===== src/rtl/cbm_pkg.sv =====
package cbm_pkg;
   // control register indices
   localparam int unsigned IDX_MODE  = 0;
   localparam int unsigned IDX_INNER = 1;
   localparam int unsigned IDX_OUTER = 2;
   localparam int unsigned IDX_RAM   = 3;
   localparam int unsigned NUM_REGS  = 4;
   // mode register bit positions
   localparam int unsigned MODE_MIRROR = 0;
   localparam int unsigned MODE_FIXED  = 1;
   localparam int unsigned MODE_HALF   = 2;

   typedef enum logic [1:0] {
      LAY_FLAT32  = 2'b00,
      LAY_FIXTOP  = 2'b01,
      LAY_FLAT16  = 2'b10,
      LAY_FIXPAIR = 2'b11
   } layout_e;
endpackage


===== src/rtl/cbm_reg_file.sv =====
module cbm_reg_file #(
   parameter int unsigned ADDR_W  = 16,
   parameter int unsigned DATA_W  = 8,
   parameter logic [15:0] WIN_LO  = 16'h4800,
   parameter logic [15:0] WIN_HI  = 16'h4FFF
) (
   input  logic              clk,
   input  logic              rst_n,
   input  logic              we,
   input  logic [ADDR_W-1:0] addr,
   input  logic [DATA_W-1:0] wdata,
   output logic [DATA_W-1:0] regs_q [cbm_pkg::NUM_REGS]
);
   localparam int unsigned SEL_W = $clog2(cbm_pkg::NUM_REGS);

   if (ADDR_W < 16) begin : g_bad_addr
      $error("cbm_reg_file: ADDR_W must be at least 16");
   end

   logic             in_win;
   logic [SEL_W-1:0] sel;

   assign in_win = we && (addr >= ADDR_W'(WIN_LO)) && (addr <= ADDR_W'(WIN_HI));
   assign sel    = addr[SEL_W-1:0];

   for (genvar i = 0; i < cbm_pkg::NUM_REGS; i++) begin : g_reg
      always_ff @(posedge clk) begin
         if (!rst_n) begin
            regs_q[i] <= '0;
         end else if (in_win && (sel == SEL_W'(i))) begin
            regs_q[i] <= wdata;
         end
      end
   end
endmodule


===== src/rtl/cbm_prg_map.sv =====
module cbm_prg_map #(
   parameter int unsigned INNER_W = 3,
   parameter int unsigned OUTER_W = 8,
   parameter int unsigned PAGE_W  = 14,
   localparam int unsigned BANK_W = OUTER_W + INNER_W,
   localparam int unsigned ROM_W  = BANK_W + PAGE_W
) (
   input  cbm_pkg::layout_e     layout,
   input  logic [INNER_W-1:0]   inner,
   input  logic [OUTER_W-1:0]   outer,
   input  logic [PAGE_W:0]      cpu_off,
   output logic [ROM_W-1:0]     rom_addr
);
   if (INNER_W < 2) begin : g_bad_inner
      $error("cbm_prg_map: INNER_W must be at least 2");
   end

   logic [BANK_W-1:0] comb_bank;
   logic [BANK_W-1:0] last_bank;
   logic [BANK_W-1:0] pair_bank;
   logic              upper;

   assign comb_bank = {outer, inner};
   assign last_bank = {outer, {INNER_W{1'b1}}};
   assign pair_bank = {outer, {(INNER_W-1){1'b1}}, inner[0]};
   assign upper     = cpu_off[PAGE_W];

   always_comb begin
      unique case (layout)
         cbm_pkg::LAY_FIXTOP:
            rom_addr = {(upper ? last_bank : comb_bank), cpu_off[PAGE_W-1:0]};
         cbm_pkg::LAY_FIXPAIR:
            rom_addr = {(upper ? pair_bank : comb_bank), cpu_off[PAGE_W-1:0]};
         cbm_pkg::LAY_FLAT16:
            rom_addr = {comb_bank, cpu_off[PAGE_W-1:0]};
         default:
            rom_addr = {comb_bank[BANK_W-1:1], cpu_off};
      endcase
   end
endmodule


===== src/rtl/cbm_ram_map.sv =====
module cbm_ram_map #(
   parameter int unsigned RBANK_W = 2,
   parameter int unsigned RPAGE_W = 13,
   localparam int unsigned RAM_W  = RBANK_W + RPAGE_W
) (
   input  logic [RBANK_W-1:0] bank,
   input  logic [RPAGE_W-1:0] cpu_off,
   output logic [RAM_W-1:0]   ram_addr
);
   if (RBANK_W < 1) begin : g_bad_rbank
      $error("cbm_ram_map: RBANK_W must be at least 1");
   end
   assign ram_addr = {bank, cpu_off};
endmodule


===== src/rtl/cart_bank_mapper.sv =====
module cart_bank_mapper #(
   parameter int unsigned ADDR_W  = 16,
   parameter int unsigned DATA_W  = 8,
   parameter int unsigned INNER_W = 3,
   parameter int unsigned OUTER_W = 8,
   parameter int unsigned RBANK_W = 2,
   localparam int unsigned PAGE_W  = 14,
   localparam int unsigned RPAGE_W = 13,
   localparam int unsigned ROM_W   = OUTER_W + INNER_W + PAGE_W,
   localparam int unsigned RAM_W   = RBANK_W + RPAGE_W
) (
   input  logic              clk,
   input  logic              rst_n,
   input  logic              cpu_we,
   input  logic [ADDR_W-1:0] cpu_addr,
   input  logic [DATA_W-1:0] cpu_wdata,
   output logic [ROM_W-1:0]  rom_addr,
   output logic [RAM_W-1:0]  ram_addr,
   output logic              mirror_sel
);
   if (INNER_W > DATA_W || OUTER_W > DATA_W || RBANK_W > DATA_W) begin : g_bad_w
      $error("cart_bank_mapper: bank fields exceed register width");
   end

   logic [DATA_W-1:0] regs_q [cbm_pkg::NUM_REGS];
   logic [DATA_W-1:0] mode_q;
   cbm_pkg::layout_e  layout;

   cbm_reg_file #(.ADDR_W(ADDR_W), .DATA_W(DATA_W)) u_regs (
      .clk(clk), .rst_n(rst_n), .we(cpu_we), .addr(cpu_addr),
      .wdata(cpu_wdata), .regs_q(regs_q)
   );

   assign mode_q = regs_q[cbm_pkg::IDX_MODE];
   assign layout = cbm_pkg::layout_e'({mode_q[cbm_pkg::MODE_HALF],
                                       mode_q[cbm_pkg::MODE_FIXED]});

   cbm_prg_map #(.INNER_W(INNER_W), .OUTER_W(OUTER_W), .PAGE_W(PAGE_W)) u_prg (
      .layout(layout),
      .inner(regs_q[cbm_pkg::IDX_INNER][INNER_W-1:0]),
      .outer(regs_q[cbm_pkg::IDX_OUTER][OUTER_W-1:0]),
      .cpu_off(cpu_addr[PAGE_W:0]),
      .rom_addr(rom_addr)
   );

   cbm_ram_map #(.RBANK_W(RBANK_W), .RPAGE_W(RPAGE_W)) u_ram (
      .bank(regs_q[cbm_pkg::IDX_RAM][RBANK_W-1:0]),
      .cpu_off(cpu_addr[RPAGE_W-1:0]),
      .ram_addr(ram_addr)
   );

   assign mirror_sel = ~mode_q[cbm_pkg::MODE_MIRROR];
endmodule


===== config.mk =====
export PLATFORM = sky130hd
export DESIGN_NAME = cart_bank_mapper
export DESIGN_NICKNAME = d
export VERILOG_FILES = /design/src/rtl/cbm_pkg.sv /design/src/rtl/cbm_reg_file.sv /design/src/rtl/cbm_prg_map.sv /design/src/rtl/cbm_ram_map.sv /design/src/rtl/cart_bank_mapper.sv
export SDC_FILE = /design/constraint.sdc
export NUM_CORES = 1
export LEC_CHECK = 0
export BUFFER_PORTS_ARGS = -buffer_cell sky130_fd_sc_hd__buf_2
export CAP_MARGIN = 40
export CORE_MARGIN = 5
export CORE_UTILIZATION = 36
export DETAILED_ROUTE_END_ITERATION = 7
export HOLD_SLACK_MARGIN = 0.03
export PLACE_DENSITY = 0.79
export SYNTH_ARGS = -nofsm -noshare
export SYNTH_HDL_FRONTEND = slang
export SYNTH_SLANG_ARGS = --single-unit
export TNS_END_PERCENT = 10

===== constraint.sdc =====
create_clock -name clk -period 2.2 [get_ports clk]
set_clock_uncertainty 0.15 [all_clocks]
set_input_delay 0.66 -clock clk [delete_from_list [all_inputs] [get_ports clk]]
set_output_delay 0.66 -clock clk [all_outputs]
set_load 0.02 [all_outputs]

# Yosys cells after proc, flatten, opt, wreduce, memory -nomap -nowiden

Index checks and enable logic that the tools add are counted.

Order comparisons: 2
Eq/ne operators: 6
Multiplexer cells: 3
Bitwise gates (word level): 1
Reduce and logical (&&, ||, !) cells: 7

Operators by type and width:

| cell                                                              | number |
|---|---|
| one-hot mux 17 bit (3 select lines)                               | 1 |
| >= comparator 16 x 15 -> 1 bit (second input constant)            | 1 |
| less-or-equal comparator 16 x 15 -> 1 bit (second input constant) | 1 |
| equality test 2 bit (second input constant)                       | 4 |
| logical AND 1 bit                                                 | 6 |
| 2-to-1 mux 3 bit                                                  | 2 |
| equality test 2 x 1 -> 1 bit (second input constant)              | 2 |
| logical NOT 2 bit                                                 | 1 |
| inverter 1 bit                                                    | 1 |

Register bits after elaboration: 16
Output and inout bits: 41
Word-level logic and storage cells: 23

# Logic depth before layout (Yosys ltp)

Depth after elaboration: 4
Depth in mapped cells: 4
Mapped depth without buffers: 3

# Hierarchy

From an unflattened synthesis, not the netlist that was laid out.

Cell total of the unflattened synthesis: 161
Area total of the unflattened synthesis: 1535.2 um^2

Modules (own cells, without submodules):

| module           | instances | cells an instance | area an instance (um^2) |
|---|---|---|---|
| cbm_reg_file     | 1         | 118               | 1224.9 |
| cbm_prg_map      | 1         | 27                | 193.9 |
| cbm_ram_map      | 1         | 15                | 112.6 |
| cart_bank_mapper | 1         | 1                 | 3.8 |

# Least setup slack after synthesis

OpenSTA, ideal clock, no wires.

Path type: input to register
Start: input port cpu_addr[15]
End: register u_regs.regs_q[24] (netlist bit)
Setup time: 0.120 ns
Arrival: 1.914 ns
Required time: 1.930 ns
Setup slack: 0.016 ns
Cell stages on the path: 4
Path buffers: 1
Path through: or4b_4 -> or4_1 -> buf_2 -> mux2i_1

Cells in the longest elaborated chain, start to end: 4
Elaborated cells on any way between the ends: 5
Classes of those cells: order compare (2); reduce/logical (3)

Ends and longest elaborated chain:

| what                            | line                   | RTL |
|---|---|---|
| from (decl)                     | cart_bank_mapper.sv:15 | `input logic [ADDR_W-1:0] cpu_addr,` |
| >= comparator 16 x 15 -> 1 bit  | cbm_reg_file.sv:23     | `assign in_win = we && (addr >= ADDR_W'(WIN_LO)) && (addr <= ADDR_W'(WIN_HI));` |
| logical AND 1 bit               | cbm_reg_file.sv:23     |  |
| logical AND 1 bit *             | cbm_reg_file.sv:23     |  |
| logical AND 1 bit *             | cbm_reg_file.sv:30     | `end else if (in_win && (sel == SEL_W'(i))) begin` |
| to (signal, indexed assignment) | cbm_reg_file.sv:31     | `regs_q[i] <= wdata;` |
| to (decl)                       | cbm_reg_file.sv:12     | `output logic [DATA_W-1:0] regs_q [cbm_pkg::NUM_REGS]` |

Mark *: on every way between the ends. The rest lies on a longest branch, timed or not.
A chain may end at the register's enable or synchronous reset.

# Final worst setup path

Start: input port cpu_addr[15]
End: register u_regs.regs_q[26] (netlist bit)

Same word-level chain as after synthesis.

==> impl_metrics.json <==
{
  "ys_seq_area_frac": 0.335,
  "status": "finished clean",
  "netlist_top_cells_area": "dfxtp_1, buf_4, mux2i_1",
  "syn_to_final_growth_pct": 1.70,
  "hpwl_mm": 1.54,
  "post-route-util": 0.389,
  "critPathLaunchType": "input pin",
  "p_leak_nw": 0.478,
  "grt.total_usage": 0.107,
  "synth_commonest_cells": "buf_4, nand2_1, dfxtp_1, mux2i_1, inv_1",
  "min_period_over_period": 0.925,
  "max_freq_mhz": 491,
  "setup_viol": 0,
  "wire_per_inst_um": 12.8,
  "ctsLongestPathBuffers": 2,
  "clock_sinks": 16,
  "maxCapViolations": 0,
  "dieArea_um2": 3790,
  "rsz0062_at_grt": "false",
  "reg2reg_to": "u_regs.regs_q[25]$_SDFFE_PN0P_",
  "num_vias": 687,
  "arrival_ns": 2.05,
  "min_from": "u_regs.regs_q[12]$_SDFFE_PN0P_",
  "cp_data_required_time_ns": 2.22,
  "hold_viol_final": 0,
  "ys_warn_count": 0,
  "synth-compound-area-share": 0.0261,
  "core_um2": 2500,
  "die_w_um": 61.6,
  "synthArstFlopShare": 0,
  "drt_iter0_markers": 20,
  "worst_pin_slew_ns": 0.392,
  "clkPwrFrac": 0.294,
  "slew_viol_final": 0,
  "synth_fp_nets": 138,
  "synth_area_leader_cell": "dfxtp_1",
  "largest_register_ffs": 16,
  "grt_antenna_before_repair": 0,
  "rrSetupSlack_ns": 1.40,
  "min_path_cells": 2,
  "ant_nets": 0,
  "path_max_fanout": 3,
  "grt_max_degree": 25,
  "synth_cell_type_count": 14,
  "layout.nets": 148,
  "yosysTopAreaCellShare": 0.335,
  "cts.htree.levels": 1,
  "hold_class": "flop to flop",
  "slew_headroom": 0.739,
  "viasPerCell": 4.61,
  "cts_root_buffer": "clkbuf_4",
  "synth_cells": 111,
  "synth_edf_count": 0,
  "regMostFlops": "u_regs.regs_q",
  "cts_tree": "built",
  "busiest_layer": "met2",
  "reg2reg_from": "u_regs.regs_q[25]$_SDFFE_PN0P_",
  "clkTransAtPathRegs_ns": 0.08,
  "synth_fa_ha_area_frac": 0,
  "ff2ff_path_depth": 2,
  "synth_most_common_cell": "buf_4",
  "grt_pass1_wl_mm": 3.02,
  "port-buffer-count": 40,
  "routed_wl_mm": 1.91,
  "diodes": 0,
  "ys_seq_elements": 16,
  "synth_top_family_by_area": "buffers and inverters",
  "p_switching_mw": 0.123,
  "ir_drop_mv": 0.339,
  "syn_avg_cell_area_um2": 8.62,
  "postCtsSetupRepairBufs": 0,
  "ctsHoldBuffers": 0,
  "die_y_um": 61.6,
  "dr.pass1.iters": 3,
  "muxShareOfSynthArea": 0.167,
  "intPower_mw": 0.379,
  "placement_rows": 18,
  "synth_xor_area_frac": 0,
  "postCtsResizedCells": 0,
  "gp_congestion": 0.752,
  "io_pins": 68,
  "met1_usage": 0.118,
  "top_regs": "u_regs.regs_q x16",
  "seqPwrFrac": 0.578,
  "initial_core_util": 0.383,
  "numCtsBuffers": 3,
  "crit_type": "input pin to flop",
  "finalSetupTns_ns": 0,
  "yosys.area_share.simple": 0.152,
  "end_kind": "flop",
  "comb_power_share": 0.128,
  "drc": 0,
  "hold_end": "u_regs.regs_q[12]$_SDFFE_PN0P_",
  "drive_above_1_share": 0.437,
  "power-per-cell-area_nw_per_um2": 516,
  "use_met2": 0.181,
  "grt_pass1_vias": 692,
  "finalCriticalPeriod_ns": 2.03,
  "clk_latency_ns": 0.28,
  "ys.flop_type": "dfxtp_1",
  "switching_share": 0.246,
  "use_met3": 0.0356,
  "grt_remaining_overflow": 0,
  "syn_area_um2": 957
}
## cell families (layout without fill, tap and decap cells)
| logic type | Yosys count | count (layout) |
|---|---|---|
| buffers and inverters | 44 | 52 |
| and+or+nand+nor | 31 | 31 |
| muxes | 16 | 16 |
| DFF | 16 | 16 |
| AOI/OAI and AO/OA | 4 | 4 |
## how the worst max path moves through the flow
stage | start | to | slack [ns] | depth (start not counted)
finish | cpu_addr[15] | u_regs.regs_q[26]$_SDFFE_PN0P_ | 0.17 | 4
global route | cpu_addr[15] | u_regs.regs_q[18]$_SDFFE_PN0P_ | 0.09 | 6
CTS | cpu_addr[15] | u_regs.regs_q[26]$_SDFFE_PN0P_ | 0.17 | 4
detailed placement | cpu_addr[15] | u_regs.regs_q[26]$_SDFFE_PN0P_ | -0.13 | 4
global placement | cpu_addr[15] | u_regs.regs_q[25]$_SDFFE_PN0P_ | -0.09 | 4
floorplan | cpu_addr[15] | u_regs.regs_q[24]$_SDFFE_PN0P_ | 0.02 | 4
## critical path, stage by stage
cell     delay (ns)
buf_2          0.10
or4b_4         0.54
or4_1          0.59
mux2i_1        0.16
## cells in the final DEF (no fill, tap or decap)
cell and instances:
nor4_2 1, buf_2 40, or4_1 1, or4b_4 1, o21ai_0 2, inv_1 3
buf_4 6, a21o_1 2, dfxtp_1 16, nor4b_2 1, nor3_1 1, clkbuf_4 3
nand2_1 26, mux2i_1 16
## area by class of cell
class | instances | area [um^2]
timing repair buffer | 46 | 245
clock buffer | 3 | 22.5
sequential | 16 | 320
multi-input combinational | 51 | 337
fill | 258 | 1530
tap | 30 | 37.5
inverter | 3 | 11.3
## metrics by stage
| step | hold WS [ns] | area, um^2 | power (mW) | setup slack, ns | instances |
|---|---|---|---|---|---|
| 2_1_floorplan | 0.281 | 957 | 0.387 | 0.0157 | 111 |
| 3_3_place_gp | 0.291 | 951 | 0.360 | -0.0882 | 146 |
| 3_5_place_dp | 0.296 | 951 | 0.362 | -0.133 | 146 |
| 4_1_cts | 0.312 | 973 | 0.512 | 0.175 | 149 |
| 5_1_grt | 0.345 | 973 | 0.528 | 0.0927 | 149 |
| 6_report | 0.310 | 973 | 0.502 | 0.165 | 149 |
## power by group through the flow
| stage | clock, mW | sequential [mW] | combinational, mW |
|---|---|---|---|
| 2_1_floorplan | 0 | 0.297 | 0.0895 |
| 3_3_place_gp | 0 | 0.297 | 0.0627 |
| 3_5_place_dp | 0 | 0.297 | 0.0646 |
| 4_1_cts | 0.157 | 0.290 | 0.0647 |
| 5_1_grt | 0.167 | 0.291 | 0.0710 |
| 6_report | 0.148 | 0.290 | 0.0642 |
## routing by layer
metal  wire, um  vias to the layer above  share of wire
li1           -                      336              -
met1        742                      302           0.39
met2        877                       40           0.46
met3        271                        9           0.14
met4         20                        0          0.010
met5          0                        -              0
Note: power is estimated with default switching activity, not from simulation.
